### config.mk
export PLATFORM = sky130hd
export DESIGN_NAME = lvds_lane_ser
export DESIGN_NICKNAME = d
export VERILOG_FILES = /design/src/rtl/lvds_ser_pkg.sv /design/src/rtl/lvds_slot_ctrl.sv /design/src/rtl/lvds_lane_mapper.sv /design/src/rtl/lvds_lane_path.sv /design/src/rtl/lvds_lane_ser.sv
export SDC_FILE = /design/constraint.sdc
export NUM_CORES = 1
export LEC_CHECK = 0
export ABC_AREA = 1
export BUFFER_PORTS_ARGS = -buffer_cell sky130_fd_sc_hd__clkbuf_2
export CORE_MARGIN = 10
export CORE_UTILIZATION = 50
export DETAILED_ROUTE_END_ITERATION = 8
export HOLD_SLACK_MARGIN = 0.02
export MAX_ROUTING_LAYER = met4
export PLACE_DENSITY = 0.79
export SYNTH_ARGS = -nofsm -noshare
export SYNTH_HDL_FRONTEND = slang
export SYNTH_SLANG_ARGS = --single-unit
### constraint.sdc
create_clock -name clk -period 1.4 [get_ports clk]
set_input_delay 0.21 -clock clk [delete_from_list [all_inputs] [get_ports clk]]
set_output_delay 0.21 -clock clk [all_outputs]
set_load 0.005 [all_outputs]
### src/rtl/lvds_ser_pkg.sv
package lvds_ser_pkg;

  localparam int SLOTS_DEF   = 7;
  localparam int LANES_DEF   = 4;
  localparam int COLOR_W_DEF = 8;
  localparam int SLOT_W      = $clog2(SLOTS_DEF);

  typedef enum logic [1:0] {
    MAP_18    = 2'b00,
    MAP_24A   = 2'b01,
    MAP_24B   = 2'b10,
    MAP_18ALT = 2'b11
  } mapSel_e;

  typedef struct packed {
    logic [COLOR_W_DEF-1:0] red;
    logic [COLOR_W_DEF-1:0] green;
    logic [COLOR_W_DEF-1:0] blue;
    logic                   hsync;
    logic                   vsync;
    logic                   de;
  } pixel_t;

  // Strobes from the slot control to the lane datapath
  typedef struct packed {
    logic              take;
    logic [SLOT_W-1:0] slot;
  } slotCtl_t;

endpackage

### src/rtl/lvds_slot_ctrl.sv
module lvds_slot_ctrl
  import lvds_ser_pkg::*;
#(
  parameter int SLOTS = SLOTS_DEF
) (
  input  logic     clk,
  input  logic     rstN,
  output slotCtl_t ctl
);

  localparam logic [SLOT_W-1:0] LAST_SLOT = SLOT_W'(SLOTS - 1);

  logic [SLOT_W-1:0] slotQ;

  always_ff @(posedge clk or negedge rstN) begin
    if (!rstN) begin
      slotQ <= '0;
    end else if (slotQ == LAST_SLOT) begin
      slotQ <= '0;
    end else begin
      slotQ <= slotQ + 1'b1;
    end
  end

  always_comb begin
    ctl.take = (slotQ == LAST_SLOT);
    ctl.slot = slotQ;
  end

endmodule

### src/rtl/lvds_lane_mapper.sv
module lvds_lane_mapper
  import lvds_ser_pkg::*;
#(
  parameter int LANES = LANES_DEF,
  parameter int SLOTS = SLOTS_DEF
) (
  input  pixel_t                   pix,
  input  logic [1:0]               mapSel,
  output logic [LANES*SLOTS-1:0]   rawWords
);

  localparam int HI_W = 6;
  localparam int EX_W = COLOR_W_DEF - HI_W;

  mapSel_e mode;
  logic    useLowSix;
  logic    lane3On;
  logic [HI_W-1:0] hiR, hiG, hiB;
  logic [EX_W-1:0] exR, exG, exB;

  always_comb begin
    mode      = mapSel_e'(mapSel);
    useLowSix = (mode == MAP_24B);
    lane3On   = (mode == MAP_24A) || (mode == MAP_24B);

    // Six-bit operands for lanes 0..2
    hiR = useLowSix ? pix.red[HI_W-1:0]   : pix.red[COLOR_W_DEF-1:EX_W];
    hiG = useLowSix ? pix.green[HI_W-1:0] : pix.green[COLOR_W_DEF-1:EX_W];
    hiB = useLowSix ? pix.blue[HI_W-1:0]  : pix.blue[COLOR_W_DEF-1:EX_W];

    // Remaining two bits of each colour for lane 3
    exR = useLowSix ? pix.red[COLOR_W_DEF-1:HI_W]   : pix.red[EX_W-1:0];
    exG = useLowSix ? pix.green[COLOR_W_DEF-1:HI_W] : pix.green[EX_W-1:0];
    exB = useLowSix ? pix.blue[COLOR_W_DEF-1:HI_W]  : pix.blue[EX_W-1:0];

    rawWords = '0;
    // Bit s of each lane word is slot s
    rawWords[0*SLOTS +: SLOTS] = {hiR[0], hiR[1], hiR[2], hiR[3], hiR[4], hiR[5], hiG[0]};
    rawWords[1*SLOTS +: SLOTS] = {hiG[1], hiG[2], hiG[3], hiG[4], hiG[5], hiB[0], hiB[1]};
    rawWords[2*SLOTS +: SLOTS] = {hiB[2], hiB[3], hiB[4], hiB[5], pix.hsync, pix.vsync, pix.de};
    rawWords[3*SLOTS +: SLOTS] = lane3On ?
      {exR[0], exR[1], exG[0], exG[1], exB[0], exB[1], 1'b0} : '0;
  end

endmodule

### src/rtl/lvds_lane_path.sv
module lvds_lane_path
  import lvds_ser_pkg::*;
#(
  parameter int LANES = LANES_DEF,
  parameter int SLOTS = SLOTS_DEF
) (
  input  logic                   clk,
  input  logic                   rstN,
  input  pixel_t                 pix,
  input  logic [1:0]             mapSel,
  input  logic                   mirror,
  input  slotCtl_t               ctl,
  output logic [LANES-1:0]       laneSer,
  output logic                   clkLaneSer,
  output logic [LANES*SLOTS-1:0] laneWord
);

  localparam int WORD_W    = LANES * SLOTS;
  localparam int CLK_HEAD  = 2;
  localparam int CLK_TAIL  = 2;
  localparam logic [SLOT_W-1:0] HEAD_END   = SLOT_W'(CLK_HEAD);
  localparam logic [SLOT_W-1:0] TAIL_START = SLOT_W'(SLOTS - CLK_TAIL);

  logic [WORD_W-1:0] rawWords;
  logic [WORD_W-1:0] orderedWords;
  logic [WORD_W-1:0] wordQ;

  lvds_lane_mapper #(
    .LANES (LANES),
    .SLOTS (SLOTS)
  ) mapper_i (
    .pix      (pix),
    .mapSel   (mapSel),
    .rawWords (rawWords)
  );

  for (genvar l = 0; l < LANES; l++) begin : g_lane
    logic [SLOTS-1:0] laneQ;

    for (genvar s = 0; s < SLOTS; s++) begin : g_slot
      assign orderedWords[l*SLOTS + s] =
        mirror ? rawWords[l*SLOTS + (SLOTS-1-s)] : rawWords[l*SLOTS + s];
    end

    assign laneQ      = wordQ[l*SLOTS +: SLOTS];
    assign laneSer[l] = laneQ[ctl.slot];
  end

  always_ff @(posedge clk or negedge rstN) begin
    if (!rstN) begin
      wordQ <= '0;
    end else if (ctl.take) begin
      wordQ <= orderedWords;
    end
  end

  assign clkLaneSer = (ctl.slot < HEAD_END) || (ctl.slot >= TAIL_START);
  assign laneWord   = wordQ;

endmodule

### src/rtl/lvds_lane_ser.sv
module lvds_lane_ser
  import lvds_ser_pkg::*;
#(
  parameter int LANES   = LANES_DEF,
  parameter int SLOTS   = SLOTS_DEF,
  parameter int COLOR_W = COLOR_W_DEF
) (
  input  logic                   clk,
  input  logic                   rstN,
  input  logic [COLOR_W-1:0]     red,
  input  logic [COLOR_W-1:0]     green,
  input  logic [COLOR_W-1:0]     blue,
  input  logic                   hsync,
  input  logic                   vsync,
  input  logic                   de,
  input  logic [1:0]             mapSel,
  input  logic                   mirror,
  output logic                   pixTake,
  output logic [LANES-1:0]       laneSer,
  output logic                   clkLaneSer,
  output logic [LANES*SLOTS-1:0] laneWord
);

  pixel_t   pix;
  slotCtl_t ctl;

  assign pix.red   = red;
  assign pix.green = green;
  assign pix.blue  = blue;
  assign pix.hsync = hsync;
  assign pix.vsync = vsync;
  assign pix.de    = de;

  lvds_slot_ctrl #(
    .SLOTS (SLOTS)
  ) ctrl_i (
    .clk  (clk),
    .rstN (rstN),
    .ctl  (ctl)
  );

  lvds_lane_path #(
    .LANES (LANES),
    .SLOTS (SLOTS)
  ) path_i (
    .clk        (clk),
    .rstN       (rstN),
    .pix        (pix),
    .mapSel     (mapSel),
    .mirror     (mirror),
    .ctl        (ctl),
    .laneSer    (laneSer),
    .clkLaneSer (clkLaneSer),
    .laneWord   (laneWord)
  );

  assign pixTake = ctl.take;

endmodule

Yosys cells after proc, flatten, opt, wreduce, memory -nomap -nowiden
Cells that the tools add are included.
Widths: inputs -> output; s select.
Word-level totals
  register bits after elaboration: 31
  input bits: 32
  output and inout port bits: 34
  word-level logic and storage cells: 51
Cells by class
  $add $sub $neg: 1
  $lt $le $gt $ge: 3
  equal/unequal tests: 3
  mux-type cells: 40
  reduce and logical (&&, ||, !) cells: 2
Operators by type and width (number)
  $mux 1: 28
  $mux 6: 3
  $bmux 1 s3: 4
  $mux 7: 1
  $mux 2: 3
  $lt 3x4->1 const B: 1
  $add 3x1->3 const B: 1
  $eq 3x3->1 const B: 1
  $ge 3x3->1 const B: 1
  $lt 3x2->1 const B: 1
  $mux 3: 1
  $eq 2x1->1 const B: 1
  $eq 2x2->1 const B: 1
  $logic_or 1x1->1: 2

Longest topological paths before layout
Gate-level depths: netlist of run 1.
  depth after elaboration: 4
  mapped depth: 8
  mapped depth without buffers: 7

Hierarchy
From an unflattened synthesis of run 1, not the netlist that was laid out.
Unflattened totals
  cells, all modules: 334
  area total of the unflattened synthesis: 2212.1 sq um
Modules (own cells, without submodules)
  lvds_lane_path: instances 1, cells an instance 234, area an instance 1659.1 sq um, sequential area each 700.7 sq um
  lvds_lane_mapper: instances 1, cells an instance 85, area an instance 424.2 sq um, sequential area each 0.0 sq um
  lvds_slot_ctrl: instances 1, cells an instance 15, area an instance 128.9 sq um, sequential area each 75.1 sq um

Worst setup path before layout of run 1
OpenSTA, ideal clock, no wires.
  path kind: reg2out
  from: register ctrl_i.slotQ[1]
  to: output port laneSer[0]
  data arrival time: 1.012 ns
  data required time: 1.190 ns
  slack: 0.178 ns
  stages on the path, launching flop included: 6
  buffers on the path: 1
  cells stage by stage: dfrtp_1 buf_2 nor2_1 nand3_1 nand2_1 nor2_1
Between the ends
  longest elaborated chain between the ends: 2
RTL lines
  start, declared: line lvds_slot_ctrl.sv:13  | logic [SLOT_W-1:0] slotQ;
  start signal, assigned: line lvds_slot_ctrl.sv:21  | slotQ <= slotQ + 1'b1;
  $bmux 1 s3: line lvds_lane_path.sv:46  | assign laneSer[l] = laneQ[ctl.slot];
  $mux 1 (not written as such): line lvds_lane_path.sv:46
  end, declared: line lvds_lane_ser.sv:19  | output logic [LANES-1:0] laneSer,
Every way passes these cells. The select of a mux whose other input is x is not followed.

Worst setup path after layout of run 1
  from: register ctrl_i.slotQ[0]
  to: output port laneSer[1]
The elaborated chain is that of the path after synthesis.

==> results.json, run 1 <==
{
  "slew-limit-headroom": 0.711,
  "finalHoldViolations": 0,
  "worst_hold_path_type": "in -> reg",
  "distinct_cell_type_count_of_the_synthesized_netlist": 17,
  "num-fill-cells": 359,
  "layout.cells.most_common_list": "sky130_fd_sc_hd__nand2_1 (144), sky130_fd_sc_hd__clkbuf_2 (63), sky130_fd_sc_hd__nand3_1 (34), sky130_fd_sc_hd__dfrtp_1 (28), sky130_fd_sc_hd__nor2_1 (20)",
  "setup.worst_path.class": "reg -> out",
  "netlist_instances": 299,
  "power_density_nw_per_um2": 826,
  "design.core.area_um2": 3740,
  "die_ar_um2": 6860,
  "synthesis.yosys.warnings": 0,
  "syn-cell-area_um2": 1970,
  "violations": "setup timing",
  "total_via_count_in_the_routed_design": 2198,
  "routedWlPerCell_um": 14.2,
  "portion_of_the_post_synthesis_area_used_by_sequential_elements": 0.393,
  "clk_pin_slew_ps": 60,
  "grt_pass1_vias": 2247,
  "syn_to_final_growth_pct": 30.3,
  "clock_skew_ps": 5.55,
  "initial_utilization": 0.527,
  "h-tree-depth": 2,
  "clk-insertion-delay-late_ps": 280,
  "drt_iter0_drc": 157,
  "wire_length_of_the_first_global_routing_pass_mm": 10.6,
  "rsz_0062_raised_after_global_routing": "true",
  "status": "complete, but fails checks",
  "post-dp-hpwl_mm": 4.64,
  "track_usage": 0.184,
  "drive_above_1_share": 0.293,
  "initial_antenna_violation_count": 0,
  "place.detailed.instances": 414,
  "antenna_left": 0,
  "cts_num_sinks": 31,
  "grt.overflow.total": 0,
  "tightestPinTransition_ps": 429,
  "finalCritPeriodShare": 1.12,
  "report.final.setup_viol": 6,
  "grt_max_degree": 32,
  "finalWeightedCongestion": 0.905,
  "worstHoldPathCells": 3,
  "drtPass1Iterations": 4,
  "synth_nets": 333,
  "required_ps": 1190,
  "postSynthAreaPerCell_um2": 6.59,
  "port-buffer-count": 65,
  "num_io_pins": 66,
  "vias_per_cell": 5.15,
  "arrival_ps": 1350,
  "die_span_y_um": 82.8,
  "timing.fmax_ghz": 0.639,
  "static-leakage-power_nw": 1.37,
  "layout_setup_ws_ps": -164,
  "end_kind": "primary output",
  "leading_cell_type_in_the_layout_fill_and_taps_excluded": "sky130_fd_sc_hd__nand2_1",
  "report.final.slew_viol_count": 0,
  "tritoncts": "yes",
  "worstSetupStartpointType": "flip-flop",
  "antenna_cells": 0,
  "maximum_clock_insertion_buffer_count": 2,
  "postSynthRegisterBits": 31,
  "drv_cap": 0,
  "drc": 0,
  "num_rows": 22,
  "max-vdd-ir-drop_uv": 475,
  "cts_root_buf": "sky130_fd_sc_hd__clkbuf_8",
  "instances_no_fill": 427,
  "critical_path_peak_fanout": 7,
  "finish.utilization": 0.686,
  "die_width_um": 82.8,
  "timing.reg2reg.worst_path_depth": 6,
  "drt-total-wl_mm": 6.07,
  "total_power_mw": 2.12,
  "cts_inserted_buffers": 5,
  "nets": 412,
  "layout_min_cycle_time_ps": 1560
}
flip-flops by register name, summed over array words and instances (netlist names):
register         count
path_i.laneWord     28
ctrl_i.slotQ         3
metal layers:
metal	vias up	global-route usage	share of wire
met2	102	0.285	0.46
met4	0	0.0738	0.024
li1	1100	-	-
met3	11	0.0391	0.079
met1	985	0.228	0.44
met5	-	-	0
repair_timing:
action | 4_1_cts | 5_1_grt
setup buffers | 2 | 1
pin swaps | 3 | 3
cloned | 1 | 0
setup endpoints to repair | 6 | 6
hold endpoints to repair | 31 | 0
hold buffers | 1 | 0
gates resized for setup | 16 | 7
kinds of logic after synthesis:
family | count (synthesis) | share of synthesized area
AO/OA/AOI/OAI | 24 | 0.0654
adder cells (fa/ha/maj) | 2 | 0.0127
buffers and inverters | 34 | 0.0958
flip-flops | 31 | 0.393
AND/OR/NAND/NOR | 208 | 0.433
path summary, 6_finish.rpt:
check	to	from	slack [ps]
max	laneSer[1]	ctrl_i.slotQ[0]$_DFF_PN0_	-160
min	path_i.laneWord[19]$_DFFE_PN0P_	vsync	150
max reg2reg	path_i.laneWord[23]$_DFFE_PN0P_	ctrl_i.slotQ[0]$_DFF_PN0_	130
min reg2reg	path_i.laneWord[21]$_DFFE_PN0P_	path_i.laneWord[21]$_DFFE_PN0P_	530
max in group asynchronous	ctrl_i.slotQ[2]$_DFF_PN0_	rstN	610
min in group asynchronous	path_i.laneWord[18]$_DFFE_PN0P_	rstN	470
synth_stat cells:
cell type,n,share of area
sky130_fd_sc_hd__o21ai_1,2,0.0051
sky130_fd_sc_hd__clkinv_4,1,0.0044
sky130_fd_sc_hd__a21oi_1,6,0.015
sky130_fd_sc_hd__nand2_1,147,0.28
sky130_fd_sc_hd__nand3_4,1,0.0089
sky130_fd_sc_hd__nor2_1,23,0.044
sky130_fd_sc_hd__buf_4,2,0.0076
sky130_fd_sc_hd__ha_1,2,0.013
sky130_fd_sc_hd__inv_1,17,0.032
sky130_fd_sc_hd__buf_6,5,0.029
sky130_fd_sc_hd__dfrtp_1,31,0.39
sky130_fd_sc_hd__nor2_4,2,0.011
sky130_fd_sc_hd__a31oi_1,3,0.0095
sky130_fd_sc_hd__o211ai_1,2,0.0076
sky130_fd_sc_hd__o21ai_0,11,0.028
sky130_fd_sc_hd__nand3_1,35,0.089
sky130_fd_sc_hd__buf_2,9,0.023
cell type report:
cell class	count	area [um2]	share of cell area
timing repair inverter	1	6.26	0.00243
timing repair buffer	87	517	0.201
inverter	18	72.6	0.0282
sequential	31	779	0.303
clock inverter	1	5.00	0.00195
clock buffer	7	76.3	0.0297
multi-input combinational	234	1050	0.410
tap	48	60.1	0.0234
report_power, final:
group	internal [mW]	switching, mW
Clock	0.348	0.320
Combinational	0.189	0.223
Sequential	0.971	0.0714
Total	1.51	0.615
per-stage QoR:
stage / TNS (ps) / cell area (um2) / setup WS (ps) / hold WS [ps]
2_1_floorplan: 0 / 1970 / 178 / -85.6
3_3_place_gp: 0 / 2390 / 49.3 / 245
3_5_place_dp: 0 / 2390 / 22.8 / 249
4_1_cts: -563 / 2550 / -144 / 146
5_1_grt: -1210 / 2570 / -266 / 169
6_report: -688 / 2570 / -164 / 151
critical path, cell delays in order (launching register included):
cell and delay, ps:
sky130_fd_sc_hd__dfrtp_2 470, sky130_fd_sc_hd__buf_6 150, sky130_fd_sc_hd__nand2_2 50, sky130_fd_sc_hd__a21oi_2 130, sky130_fd_sc_hd__nor2_1 50, sky130_fd_sc_hd__nor2_1 100
sky130_fd_sc_hd__buf_2 120
(Power assumes the default switching activity.)
==> run 2: changes to the inputs <==
--- a/config.mk
+++ b/config.mk
@@ -7,12 +7,12 @@
 export LEC_CHECK = 0
 export ABC_AREA = 1
 export BUFFER_PORTS_ARGS = -buffer_cell sky130_fd_sc_hd__clkbuf_2
-export CORE_MARGIN = 10
-export CORE_UTILIZATION = 50
+export CORE_UTILIZATION = 52
 export DETAILED_ROUTE_END_ITERATION = 8
 export HOLD_SLACK_MARGIN = 0.02
 export MAX_ROUTING_LAYER = met4
-export PLACE_DENSITY = 0.79
+export PLACE_DENSITY = 0.8
 export SYNTH_ARGS = -nofsm -noshare
 export SYNTH_HDL_FRONTEND = slang
+export SYNTH_HIERARCHICAL = 1
 export SYNTH_SLANG_ARGS = --single-unit
==> results.json, run 2 <==
{
  "grt.overflow.total": 0,
  "num_io_pins": 66,
  "tritoncts": "yes",
  "setup-tns-final_ps": -649,
  "design.core.area_um2": 4030,
  "track_usage": 0.286,
  "yosys.area_share.xor_xnor": 0,
  "nets": 441,
  "clk_pin_slew_ps": 70,
  "arrival_ps": 1340,
  "static-leakage-power_nw": 1.57,
  "cts_num_sinks": 31,
  "wire_length_of_the_first_global_routing_pass_mm": 9.27,
  "post-dp-hpwl_mm": 4.12,
  "drt_iter0_drc": 228,
  "drv_cap": 0,
  "grt_max_degree": 44,
  "syn_to_final_growth_pct": 32.2,
  "reg2reg_from": "ctrl_i/slotQ[2]$_DFF_PN0_",
  "finish.utilization": 0.726,
  "report.final.slew_viol_count": 0,
  "total_power_mw": 2.21,
  "initial_utilization": 0.549,
  "timing.hold.worst_endpoint": "path_i/laneWord[19]$_DFFE_PN0P_",
  "postSynthAreaPerCell_um2": 6.62,
  "synthTopCellsByArea": "sky130_fd_sc_hd__dfrtp_1 (35%), sky130_fd_sc_hd__nand2_1 (17%), sky130_fd_sc_hd__o21ai_0 (11%)",
  "finalHoldWorstSlack_ps": 281,
  "place.detailed.instances": 440,
  "number_of_enable_type_register_cells_in_the_synthesized_netlist": 0,
  "finalWeightedCongestion": 0.851,
  "combinational_family_with_the_most_area_after_synthesis": "simple AND/OR/NAND/NOR gates",
  "vias_per_cell": 5.33,
  "num_rows": 23,
  "timing.fmax_ghz": 0.646,
  "cts_inserted_buffers": 5,
  "antenna_cells": 0,
  "drive_above_1_share": 0.324,
  "drt-total-wl_mm": 6.33,
  "yosys.area.top_type_share": 0.351,
  "clock_skew_ps": 5.29,
  "synth-compound-area-share": 0.196,
  "maximum_clock_insertion_buffer_count": 2,
  "crit-reg2reg-capture": "path_i/laneWord[1]$_DFFE_PN0P_",
  "setup.worst_path.class": "reg -> out",
  "layout_min_cycle_time_ps": 1550,
  "hold_crit_start": "vsync",
  "end_kind": "primary output",
  "total_via_count_in_the_routed_design": 2442,
  "worst_hold_path_type": "in -> reg",
  "rrSetupSlack_ps": 10,
  "finalHoldViolations": 0,
  "routedWlPerCell_um": 13.8,
  "portion_of_the_post_synthesis_area_used_by_sequential_elements": 0.351,
  "netlist_instances": 334,
  "synth.area.mux_share": 0,
  "clk-insertion-delay-late_ps": 290,
  "distinct_cell_type_count_of_the_synthesized_netlist": 22,
  "power_density_nw_per_um2": 756,
  "synth_ff_type": "sky130_fd_sc_hd__dfrtp_1",
  "antenna_left": 0,
  "report.final.setup_viol": 6,
  "drc": 0,
  "synth-simple-area-share": 0.262,
  "async_reset_ff_frac": 1.00,
  "h-tree-depth": 2,
  "timing.reg2reg.worst_path_depth": 7,
  "worstHoldPathCells": 5,
  "layout_setup_ws_ps": -148,
  "violations": "setup timing",
  "die_span_y_um": 67.2,
  "synth-adder-area-share": 0.0113,
  "critical_path_peak_fanout": 7,
  "finalCritPeriodShare": 1.11,
  "largest_reg_flops": 28,
  "port-buffer-count": 65,
  "cts_root_buf": "sky130_fd_sc_hd__clkbuf_8",
  "worstSetupStartpointType": "flip-flop",
  "initial_antenna_violation_count": 0,
  "synth.cells.most_frequent": "sky130_fd_sc_hd__nand2_1 (99), sky130_fd_sc_hd__inv_1 (55), sky130_fd_sc_hd__o21ai_0 (47), sky130_fd_sc_hd__dfrtp_1 (31)",
  "synth_nets": 368,
  "required_ps": 1190,
  "instances_no_fill": 458,
  "grt_pass1_vias": 2057,
  "status": "complete, but fails checks",
  "rsz_0062_raised_after_global_routing": "true",
  "synthesis.yosys.warnings": 6,
  "synth_area_leader_cell": "sky130_fd_sc_hd__dfrtp_1",
  "syn-cell-area_um2": 2210,
  "die_width_um": 67.2,
  "postSynthRegisterBits": 31,
  "most_common_cell_in_the_synthesized_netlist": "sky130_fd_sc_hd__nand2_1",
  "leading_cell_type_in_the_layout_fill_and_taps_excluded": "sky130_fd_sc_hd__nand2_1",
  "max-vdd-ir-drop_uv": 338,
  "die_ar_um2": 4520,
  "drtPass1Iterations": 5,
  "layout.cells.most_common_list": "sky130_fd_sc_hd__nand2_1 (90), sky130_fd_sc_hd__clkbuf_2 (60), sky130_fd_sc_hd__inv_1 (55), sky130_fd_sc_hd__o21ai_0 (37), sky130_fd_sc_hd__dfrtp_1 (28)"
}
-- run 2: report_power, final --
group / internal [mW] / total [mW] / switching [mW]
registers: 0.973 / 1.03 / 0.0525
logic: 0.207 / 0.502 / 0.295
clock network: 0.346 / 0.684 / 0.337
-- run 2: per-stage QoR --
stage | area (um2) | setup WS [ps]
finish | 2930 | -148
global route | 2930 | -190
CTS | 2810 | -115
detailed placement | 2580 | -2.73
global placement | 2580 | 22.7
floorplan | 2210 | 173
-- run 2: worst max-delay path by stage --
stage          cells past startpoint                      start                         endpoint  slack (ps)
2_1_floorplan                      4  ctrl_i/slotQ[0]$_DFF_PN0_   path_i/laneWord[5]$_DFFE_PN0P_         170
3_3_place_gp                      10                  mapSel[0]  path_i/laneWord[22]$_DFFE_PN0P_          20
3_5_place_dp                       8                  mapSel[0]  path_i/laneWord[12]$_DFFE_PN0P_          -3
4_1_cts                            6  ctrl_i/slotQ[2]$_DFF_PN0_                       laneSer[3]        -120
5_1_grt                            7  ctrl_i/slotQ[0]$_DFF_PN0_                       laneSer[1]        -190
6_report                           7  ctrl_i/slotQ[0]$_DFF_PN0_                       laneSer[1]        -150
-- run 2: critical path, stage by stage (launching register included) --
cell                      delay, ps
sky130_fd_sc_hd__dfrtp_2        460
sky130_fd_sc_hd__buf_6          160
sky130_fd_sc_hd__nand2_2         60
sky130_fd_sc_hd__nand3_2         60
sky130_fd_sc_hd__nand2_1         70
sky130_fd_sc_hd__nand2_1         60
sky130_fd_sc_hd__nand2_1         70
sky130_fd_sc_hd__buf_2          100
-- run 2: final cells by class --
cell class | instances | area, um2
Clock inverter | 2 | 12.5
Inverter | 57 | 221
Multi-Input combinational cell | 223 | 1150
Fill cell | 313 | 1100
Tap cell | 50 | 62.6
Clock buffer | 6 | 72.6
Timing Repair Buffer | 89 | 631
Sequential cell | 31 | 779
-- run 2: timing repair --
action / in CTS / in global routing
buffers inserted: 6 / 1
endpoints found under the hold margin: 31 / 0
gates resized for setup: 33 / 24
pin swaps: 26 / 11
cloned: 0 / 2
endpoints found under the setup margin: 6 / 26
hold buffers: 1 / 0
-- run 2: routing by layer --
metal  track usage  part of all wire  up-vias
met5             -                 0        -
met3        0.0321             0.068       11
li1              -                 -     1188
met2         0.443              0.48      131
met4         0.125             0.012        0
met1         0.375              0.44     1112
-- run 2: cells by family after synthesis --
kind of cell / count (synthesis)
AOI/OAI and AO/OA: 76
buffers and inverters: 80
adders and majority gates: 2
DFF: 31
other: 1
and+or+nand+nor: 144
==> run 3: changes to the inputs <==
--- a/config.mk
+++ b/config.mk
@@ -7,6 +7,7 @@
 export LEC_CHECK = 0
 export ABC_AREA = 1
 export BUFFER_PORTS_ARGS = -buffer_cell sky130_fd_sc_hd__clkbuf_2
+export CORE_ASPECT_RATIO = 0.5
 export CORE_UTILIZATION = 52
 export DETAILED_ROUTE_END_ITERATION = 8
 export HOLD_SLACK_MARGIN = 0.02
==> results.json, run 3 (synthesis gave the netlist of run 2 again) <==
{
  "report.final.slew_viol_count": 0,
  "end_kind": "primary output",
  "place.detailed.instances": 445,
  "layout_min_cycle_time_ps": 1660,
  "clock_skew_ps": 6.70,
  "crit_path_top_delay_cell": "sky130_fd_sc_hd__dfrtp_2",
  "h-tree-depth": 2,
  "critPathBufInv": 2,
  "required_ps": 1190,
  "drt_iter0_drc": 245,
  "vias_per_cell": 5.35,
  "finalWeightedCongestion": 0.958,
  "clk-insertion-delay-late_ps": 290,
  "grt_pass1_vias": 1914,
  "finalHoldViolations": 0,
  "drtPass1Iterations": 5,
  "cts_inserted_buffers": 5,
  "worstHoldPathCells": 5,
  "cp_cell_sequence": "buf_6, nand2_1, nand3_1, nand2_1, nand2_1, nand2_1, clkbuf_2",
  "initial_antenna_violation_count": 0,
  "clk_pin_slew_ps": 70,
  "postLayoutCellArea_um2": 2900,
  "port-buffer-count": 65,
  "placed_instance_area_um2": 2570,
  "instances_no_fill": 461,
  "cts_root_buf": "sky130_fd_sc_hd__clkbuf_8",
  "grt_max_degree": 49,
  "finalCritPeriodShare": 1.19,
  "grt.overflow.total": 0,
  "drv_cap": 0,
  "power_density_nw_per_um2": 896,
  "timing.reg2reg.worst_path_depth": 7,
  "status": "complete, but fails checks",
  "cpLargestDelayFamily": "flip-flops",
  "die_ar_um2": 4530,
  "max-vdd-ir-drop_uv": 416,
  "track_usage": 0.287,
  "drt-total-wl_mm": 6.58,
  "report.final.setup_viol": 11,
  "post-dp-hpwl_mm": 4.52,
  "static-leakage-power_nw": 1.55,
  "timing.fmax_ghz": 0.601,
  "violations": "setup timing",
  "drive_above_1_share": 0.305,
  "cts_num_sinks": 31,
  "timing.critical_path.mode_cell": "sky130_fd_sc_hd__nand2_1",
  "leading_cell_type_in_the_layout_fill_and_taps_excluded": "sky130_fd_sc_hd__nand2_1",
  "layout.cells.most_common_list": "sky130_fd_sc_hd__nand2_1 (90), sky130_fd_sc_hd__clkbuf_2 (62), sky130_fd_sc_hd__inv_1 (54), sky130_fd_sc_hd__o21ai_0 (38), sky130_fd_sc_hd__dfrtp_1 (28)",
  "cp_num_cells": 7,
  "rsz_0062_raised_after_global_routing": "true",
  "wire_length_of_the_first_global_routing_pass_mm": 9.10,
  "layout_setup_ws_ps": -265,
  "num-fill-cells": 301,
  "routedWlPerCell_um": 14.3,
  "die_span_y_um": 48.1,
  "maximum_clock_insertion_buffer_count": 2,
  "num_io_pins": 66,
  "worstSetupStartpointType": "flip-flop",
  "worst_hold_path_type": "in -> reg",
  "initial_utilization": 0.555,
  "place_worst_setup_slack_ps": -94.5,
  "syn_to_final_growth_pct": 30.9,
  "setup.worst_path.class": "reg -> out",
  "nets": 440,
  "total_via_count_in_the_routed_design": 2466,
  "drc": 0,
  "arrival_ps": 1450,
  "critical_path_peak_fanout": 6,
  "largest_reg_flops": 28,
  "max_stage_delay_ps": 480,
  "die_width_um": 94.2,
  "num_rows": 16,
  "design.core.area_um2": 3980,
  "antenna_left": 0,
  "tritoncts": "yes",
  "antenna_cells": 0
}
==> run 3: final timing paths <==
check / start / to / slack, ps
hold / removal: vsync / path_i/laneWord[19]$_DFFE_PN0P_ / 250
max in group asynchronous: rstN / ctrl_i/slotQ[0]$_DFF_PN0_ / 620
min in group asynchronous: rstN / path_i/laneWord[21]$_DFFE_PN0P_ / 470
setup / recovery: ctrl_i/slotQ[0]$_DFF_PN0_ / laneSer[3] / -260
setup reg to reg: ctrl_i/slotQ[2]$_DFF_PN0_ / path_i/laneWord[1]$_DFFE_PN0P_ / -40
hold reg to reg: path_i/laneWord[2]$_DFFE_PN0P_ / path_i/laneWord[2]$_DFFE_PN0P_ / 550
==> run 3: cell type report <==
| type | instances | area, um2 | share of cell area |
|---|---|---|---|
| Multi-Input combinational cell | 223 | 1110 | 0.385 |
| Sequential cell | 31 | 779 | 0.269 |
| Clock inverter | 2 | 60.1 | 0.0207 |
| Tap cell | 54 | 67.6 | 0.0233 |
| Clock buffer | 6 | 72.6 | 0.0251 |
| Timing Repair Buffer | 88 | 579 | 0.200 |
| Inverter | 57 | 221 | 0.0765 |
==> run 3: routing by layer <==
layer | GRT usage | vias to the layer above | part of all wire
met2 | 0.390 | 153 | 0.42
li1 | - | 1181 | -
met5 | - | - | 0
met3 | 0.0530 | 11 | 0.11
met1 | 0.431 | 1121 | 0.46
met4 | 0.0708 | 0 | 0.012
==> run 3: worst register-to-register path, delay by kind of cell, from the launching register on <==
kind,cells,cell delay [ps]
AO/OA/AOI/OAI,2,260
AND/OR/NAND/NOR,2,160
buffers and inverters,3,440
flip-flops,1,460
==> run 3: timing repair <==
item / in CTS / in global routing
resized for setup: 16 / 32
hold endpoints to repair: 31 / 0
pin swaps: 7 / 13
setup buffers: 4 / 1
setup endpoints to repair: 6 / 30
hold buffers: 1 / 0
cloned: 1 / 1
==> run 3: per-stage QoR <==
| stage | TNS [ps] | hold WS, ps | total power [mW] | utilization |
|---|---|---|---|---|
| 3_5_place_dp | -108 | 250 | 1.51 | 0.644 |
| 3_3_place_gp | 0 | 241 | 1.50 | 0.644 |
| 4_1_cts | -789 | 253 | 2.56 | 0.697 |
| 6_report | -1070 | 250 | 2.60 | 0.727 |
| 2_1_floorplan | 0 | -85.6 | 1.31 | - |
| 5_1_grt | -1960 | 296 | 2.72 | 0.727 |
==> run 3: power breakdown <==
part / total, mW / internal (mW) / switching [mW]
Clock: 1.06 / 0.711 / 0.347
Sequential: 1.03 / 0.972 / 0.0576
Combinational: 0.507 / 0.205 / 0.302
Total: 2.60 / 1.89 / 0.707
